[src/rtl/gpio_port_pkg.sv]
package gpio_port_pkg;
  localparam int unsigned ADDR_W     = 2;
  localparam logic [ADDR_W-1:0] ADDR_DATA  = 2'd0;
  localparam logic [ADDR_W-1:0] ADDR_DIR   = 2'd1;
  localparam logic [ADDR_W-1:0] ADDR_INPUT = 2'd2;

  // Write strobes from control to datapath
  typedef struct packed {
    logic wrData;
    logic wrDir;
  } regStrobe_t;

  typedef enum logic [1:0] {
    SEL_DATA  = 2'd0,
    SEL_DIR   = 2'd1,
    SEL_INPUT = 2'd2,
    SEL_NONE  = 2'd3
  } rdSel_t;
endpackage

[src/rtl/gpio_pin_sync.sv]
module gpio_pin_sync #(
  parameter int unsigned WIDTH  = 8,
  parameter int unsigned STAGES = 2
) (
  input  logic             clk,
  input  logic [WIDTH-1:0] pinRaw,
  output logic [WIDTH-1:0] pinSync
);
  // No reset: the register tracks the pads from power-up
  logic [WIDTH-1:0] stage [STAGES];

  always_ff @(posedge clk) stage[0] <= pinRaw;

  for (genvar s = 1; s < STAGES; s++) begin : g_stage
    always_ff @(posedge clk) stage[s] <= stage[s-1];
  end

  assign pinSync = stage[STAGES-1];
endmodule

[src/rtl/gpio_port_ctrl.sv]
module gpio_port_ctrl
  import gpio_port_pkg::*;
(
  input  logic [ADDR_W-1:0] regAddr,
  input  logic              regWrEn,
  output regStrobe_t        strobe,
  output rdSel_t            rdSel
);
  always_comb begin
    strobe = '0;
    rdSel  = SEL_NONE;
    unique case (regAddr)
      ADDR_DATA:  begin rdSel = SEL_DATA;  strobe.wrData = regWrEn; end
      ADDR_DIR:   begin rdSel = SEL_DIR;   strobe.wrDir  = regWrEn; end
      ADDR_INPUT: rdSel = SEL_INPUT;   // read-only, writes dropped
      default:    rdSel = SEL_NONE;
    endcase
  end

  // at most one register strobed per cycle
  always_comb p_single_strobe_r5: assert ($onehot0({strobe.wrData, strobe.wrDir}));
endmodule

[src/rtl/gpio_port_dpath.sv]
module gpio_port_dpath
  import gpio_port_pkg::*;
#(
  parameter int unsigned WIDTH       = 8,
  parameter int unsigned SYNC_STAGES = 2
) (
  input  logic             clk,
  input  logic             rstN,
  input  regStrobe_t       strobe,
  input  rdSel_t           rdSel,
  input  logic [WIDTH-1:0] wrData,
  output logic [WIDTH-1:0] rdData,
  input  logic             serEn,
  input  logic             serTxVal,
  output logic             serRxVal,
  input  logic [1:0]       pwmEn,
  input  logic [1:0]       pwmVal,
  input  logic [WIDTH-1:0] pinIn,
  output logic [WIDTH-1:0] pinOut,
  output logic [WIDTH-1:0] pinOe
);
  localparam int unsigned RX_BIT = 0;
  localparam int unsigned TX_BIT = 1;

  logic [WIDTH-1:0] dataReg, dirReg, pinSync, dataView;

  always_ff @(posedge clk or negedge rstN) begin
    if (!rstN) begin
      dataReg <= '0;
      dirReg  <= '0;
    end else begin
      if (strobe.wrData) dataReg <= wrData;
      if (strobe.wrDir)  dirReg  <= wrData;
    end
  end

  gpio_pin_sync #(.WIDTH(WIDTH), .STAGES(SYNC_STAGES)) u_sync (
    .clk(clk), .pinRaw(pinIn), .pinSync(pinSync)
  );

  assign serRxVal = pinSync[RX_BIT];
  assign dataView = (dataReg & dirReg) | (pinSync & ~dirReg);

  always_comb begin
    unique case (rdSel)
      SEL_DATA:  rdData = dataView;
      SEL_DIR:   rdData = dirReg;
      SEL_INPUT: rdData = pinSync;
      default:   rdData = '0;
    endcase
  end

  // Per-pin ownership: serial > PWM > GPIO on shared pins
  for (genvar i = 0; i < WIDTH; i++) begin : g_pin
    if (i == RX_BIT || i == TX_BIT) begin : g_shared
      always_comb begin
        if (serEn) begin
          pinOe[i]  = (i == TX_BIT);
          pinOut[i] = (i == TX_BIT) ? serTxVal : 1'b0;
        end else if (pwmEn[i]) begin
          pinOe[i]  = 1'b1;
          pinOut[i] = pwmVal[i];
        end else begin
          pinOe[i]  = dirReg[i];
          pinOut[i] = dataReg[i];
        end
      end
    end else begin : g_plain
      assign pinOe[i]  = dirReg[i];
      assign pinOut[i] = dataReg[i];
    end
  end

  // registers change only under their own strobe
  p_data_hold_r5: assert property (@(posedge clk) disable iff (!rstN)
    !strobe.wrData |=> $stable(dataReg));
  p_dir_hold_r10: assert property (@(posedge clk) disable iff (!rstN)
    !strobe.wrDir |=> $stable(dirReg));
  // direction write lands next cycle
  p_dir_write_r3: assert property (@(posedge clk) disable iff (!rstN)
    strobe.wrDir |=> dirReg == $past(wrData));
  // two-edge synchronizer latency
  if (SYNC_STAGES == 2) begin : g_lat_chk
    p_sync_latency_r4: assert property (@(posedge clk) disable iff (!rstN)
      1'b1 |=> pinSync == $past(pinIn, 2));
  end
endmodule

[src/rtl/gpio_altmux_port.sv]
module gpio_altmux_port
  import gpio_port_pkg::*;
#(
  parameter int unsigned WIDTH       = 8,
  parameter int unsigned SYNC_STAGES = 2
) (
  input  logic              clk,
  input  logic              rstN,
  input  logic [ADDR_W-1:0] regAddr,
  input  logic              regWrEn,
  input  logic [WIDTH-1:0]  regWrData,
  output logic [WIDTH-1:0]  regRdData,
  input  logic              serEn,
  input  logic              serTxVal,
  output logic              serRxVal,
  input  logic [1:0]        pwmEn,
  input  logic [1:0]        pwmVal,
  input  logic [WIDTH-1:0]  pinIn,
  output logic [WIDTH-1:0]  pinOut,
  output logic [WIDTH-1:0]  pinOe
);
  regStrobe_t strobe;
  rdSel_t     rdSel;

  gpio_port_ctrl u_ctrl (
    .regAddr(regAddr), .regWrEn(regWrEn), .strobe(strobe), .rdSel(rdSel)
  );

  gpio_port_dpath #(.WIDTH(WIDTH), .SYNC_STAGES(SYNC_STAGES)) u_dpath (
    .clk(clk), .rstN(rstN), .strobe(strobe), .rdSel(rdSel),
    .wrData(regWrData), .rdData(regRdData),
    .serEn(serEn), .serTxVal(serTxVal), .serRxVal(serRxVal),
    .pwmEn(pwmEn), .pwmVal(pwmVal),
    .pinIn(pinIn), .pinOut(pinOut), .pinOe(pinOe)
  );

  // serial owns both shared pins
  p_serial_owns_r7: assert property (@(posedge clk) disable iff (!rstN)
    serEn |-> (pinOe[1] && !pinOe[0] && pinOut[1] == serTxVal));
  // PWM beats GPIO when serial is off
  p_pwm_owns_r6: assert property (@(posedge clk) disable iff (!rstN)
    (!serEn && pwmEn[1]) |-> (pinOe[1] && pinOut[1] == pwmVal[1]));
  // unused address reads zero
  p_unused_zero_r10: assert property (@(posedge clk) disable iff (!rstN)
    (regAddr == 2'd3) |-> (regRdData == '0));
endmodule

[config.mk]
export PLATFORM = sky130hd
export DESIGN_NAME = gpio_altmux_port
export DESIGN_NICKNAME = d
export VERILOG_FILES = /design/src/rtl/gpio_port_pkg.sv /design/src/rtl/gpio_pin_sync.sv /design/src/rtl/gpio_port_ctrl.sv /design/src/rtl/gpio_port_dpath.sv /design/src/rtl/gpio_altmux_port.sv
export SDC_FILE = /design/constraint.sdc
export NUM_CORES = 1
export LEC_CHECK = 0
export CAP_MARGIN = 25
export CORE_MARGIN = 1
export CORE_UTILIZATION = 45
export DETAILED_ROUTE_END_ITERATION = 12
export PLACE_DENSITY_LB_ADDON = 0.1
export SETUP_SLACK_MARGIN = 0.02
export SYNTH_ARGS = -nofsm -noshare
export SYNTH_HDL_FRONTEND = slang
export SYNTH_SLANG_ARGS = --single-unit
export TNS_END_PERCENT = 20
[constraint.sdc]
create_clock -name clk -period 2.4 [get_ports clk]
set_clock_uncertainty 0.1 [all_clocks]
set_input_delay 0.48 -clock clk [delete_from_list [all_inputs] [get_ports clk]]
set_output_delay 0.48 -clock clk [all_outputs]
set_load 0.1 [all_outputs]
==> out/results.ini <==
[status]
status = finished, final reports clean

[critical_path]
crit_path_start = regAddr[1]
cp-endpoint = regRdData[0]
r2r_end = u_dpath.dirReg[3]
critPathArrivalTime_ns = 1.74
path_max_fanout = 10
reg2regPathDepth = 1
cp-start-kind = input port
cp_data_required_time_ns = 1.82
reg2reg_from = u_dpath.dirReg[3]
r2r_setup_slack_ns = 1.49
crit_type = in -> out
crit_path_end_kind = primary output

[synth]
ys_warn_count = 0
synth_top_family_by_area = multiplexers
synth_fa_ha_area_frac = 0
synth.mux.area_fraction = 0.215
syn_area_sq_mm = 0.00130
synth_compound_area_frac = 0.00384
yosys.area_share.simple = 0.139
yosysUniqueCellTypes = 14
yosysSeqAreaShare = 0.553
netlist_instances = 105
syn_nets = 132
synth_xor_xnor_area_share = 0
yosys.area.top_type = dfrtp_1
ys_top_cells_by_area = dfrtp_1 31%, dfxtp_1 25%, mux2_2 14%
synth-seq-cells = 32
synth_top_cell_area_share = 0.307
avgSynthCellArea_sq_um = 12.4

[clock_tree]
cts-htree-levels = 2
clockRootBuffer = clkbuf_4
cts_tree = yes
cts_made_buffers = 5
clk_pin_slew_worst_paths_ns = 0.09
cts_sinks = 32
cts_setup_buffers = 0
clk_latency_ns = 0.33
cts_buffer_depth = 2

[routing]
vias = 897
drc = 0
drt_pre_antenna_iters = 4
ant_nets = 0
wl_um = 2500
routedWlPerCell_um = 13.5
vias_per_cell = 4.85
drt-initial-drc-count = 19

[timing]
period_minus_slack_ns = 2.32
slew_headroom = 0.520
setup-violations-final = 0
hold_violations = 0
rsz0062_at_grt = no
timing.final.ws_setup_ns = 0.0806
period_share = 0.966
max_slew.worst_pin.slew_ns = 0.718
maxSlewViolCount = 0
timing.fmax_mhz = 431
finalSetupTns_ns = 0

[cells_and_area]
layout_commonest_cell = clkdlybuf4s50_1
num_antenna_cells = 0
drive_gt1_frac = 0.422
area.growth.synth_to_final_pct = 51.3
nets = 180
final_cell_mix = 26 x clkdlybuf4s50_1, 17 x buf_4, 16 x mux2_2, 16 x dfrtp_1, 16 x dfxtp_1

[global_routing]
grt_pass1_wl_um = 4270
grt_pass1_vias = 904
grt_use_total = 0.189
grt_max_degree = 17
antenna_found_initial = 0
grt_overflow_total = 0

[worst_hold_path]
min_path_type = reg -> reg
hold_depth = 0
hp-start = u_dpath.u_sync.stage[0][5]

[floorplan]
std_cell_rows = 19
design.core.area_sq_mm = 0.00276
io_pins = 52
die_x_um = 55.8
start_util = 0.473
die_h_um = 55.8
die-area_sq_mm = 0.00312

[pwr]
combPwrFrac = 0.474
powerDensity_mw_per_mm2 = 923
power_switching_mw = 0.811
internal_power_mw = 1.01
peakVddDrop_mv = 0.774
pwr-share-seq = 0.354
switching_share = 0.445
leakage_nw = 0.856
power_frac_clock = 0.172

[job]
drv_cap = 0

[placed_design]
place_congestion = 0.718
dp_worst_setup_slack_ns = 0.0485
dp_hpwl_um = 1860
io_buffer_count = 51

sequential cells by signal, indices dropped and copies added (netlist names):
signal and count:
u_dpath.dataReg 8, u_dpath.dirReg 8, u_dpath.u_sync.stage 16
through the flow:
stage,power (mW),hold slack [ns],cell area [sq um],instances,utilization
floorplan,1.32,0.0844,1340,105,-
global placement,1.51,0.212,1900,177,0.689
detailed placement,1.52,0.212,1900,177,0.689
CTS,1.84,0.232,1960,185,0.711
global route,1.90,0.245,1970,185,0.716
finish,1.82,0.229,1970,185,0.716
worst max-delay path, stage by stage:
cell,delay (ns)
clkdlybuf4s50_1,0.48
buf_6,0.14
nand2b_1,0.18
mux2i_4,0.26
buf_12,0.19
area by class of cell:
class,instances,area [sq um]
repair buffers,56,639
multi-input cells,58,513
well taps,31,38.8
clock inverters,2,10.0
flip-flops and latches,32,721
clock buffers,6,51.3
fillers,207,785
cells in the mapped netlist:
cell       n
buf_4     12
buf_6      2
clkbuf_1   1
dfrtp_1   16
dfxtp_1   16
mux2_2    16
mux2i_1   10
nand2_1    1
nand2b_1  16
nand3b_2   1
nor2_1    11
nor3b_4    1
o21ai_0    1
or3_1      1
power by group through the flow:
stage               Clock, mW  Sequential, mW  Combinational, mW
finish                  0.314           0.645              0.863
global route            0.353           0.656              0.889
CTS                     0.327           0.644              0.868
detailed placement          0           0.656              0.866
global placement            0           0.653              0.857
floorplan                   0           0.649              0.672
cell families (layout without fill, tap and decap cells):
logic type             count (synthesis)  count (layout)
DFF                                   32              32
and+or+nand+nor                       31              31
muxes                                 26              26
buffers and inverters                 15              64
AOI/OAI and AO/OA                      1               1
repair_timing:
action                     in CTS  in global routing
gates resized for setup         0                  2
setup endpoints to repair       0                  5
hold buffers                    0                  0
how the worst min path moves through the flow:
stage | end
after global routing | u_dpath.u_sync.stage[0][9]
after floorplan | u_dpath.dataReg[0]
after CTS | u_dpath.u_sync.stage[0][13]
after detailed placement | u_dpath.u_sync.stage[0][11]
after global placement | u_dpath.u_sync.stage[0][8]
final | u_dpath.u_sync.stage[0][13]
routing by layer:
metal | share of wire | vias to the layer above | GRT usage
met2 | 0.52 | 34 | 0.317
met4 | 0.026 | 0 | 0.105
met1 | 0.38 | 425 | 0.214
li1 | - | 431 | -
met5 | 0 | - | 0
met3 | 0.065 | 7 | 0.0581
(Power assumes the default switching activity.)
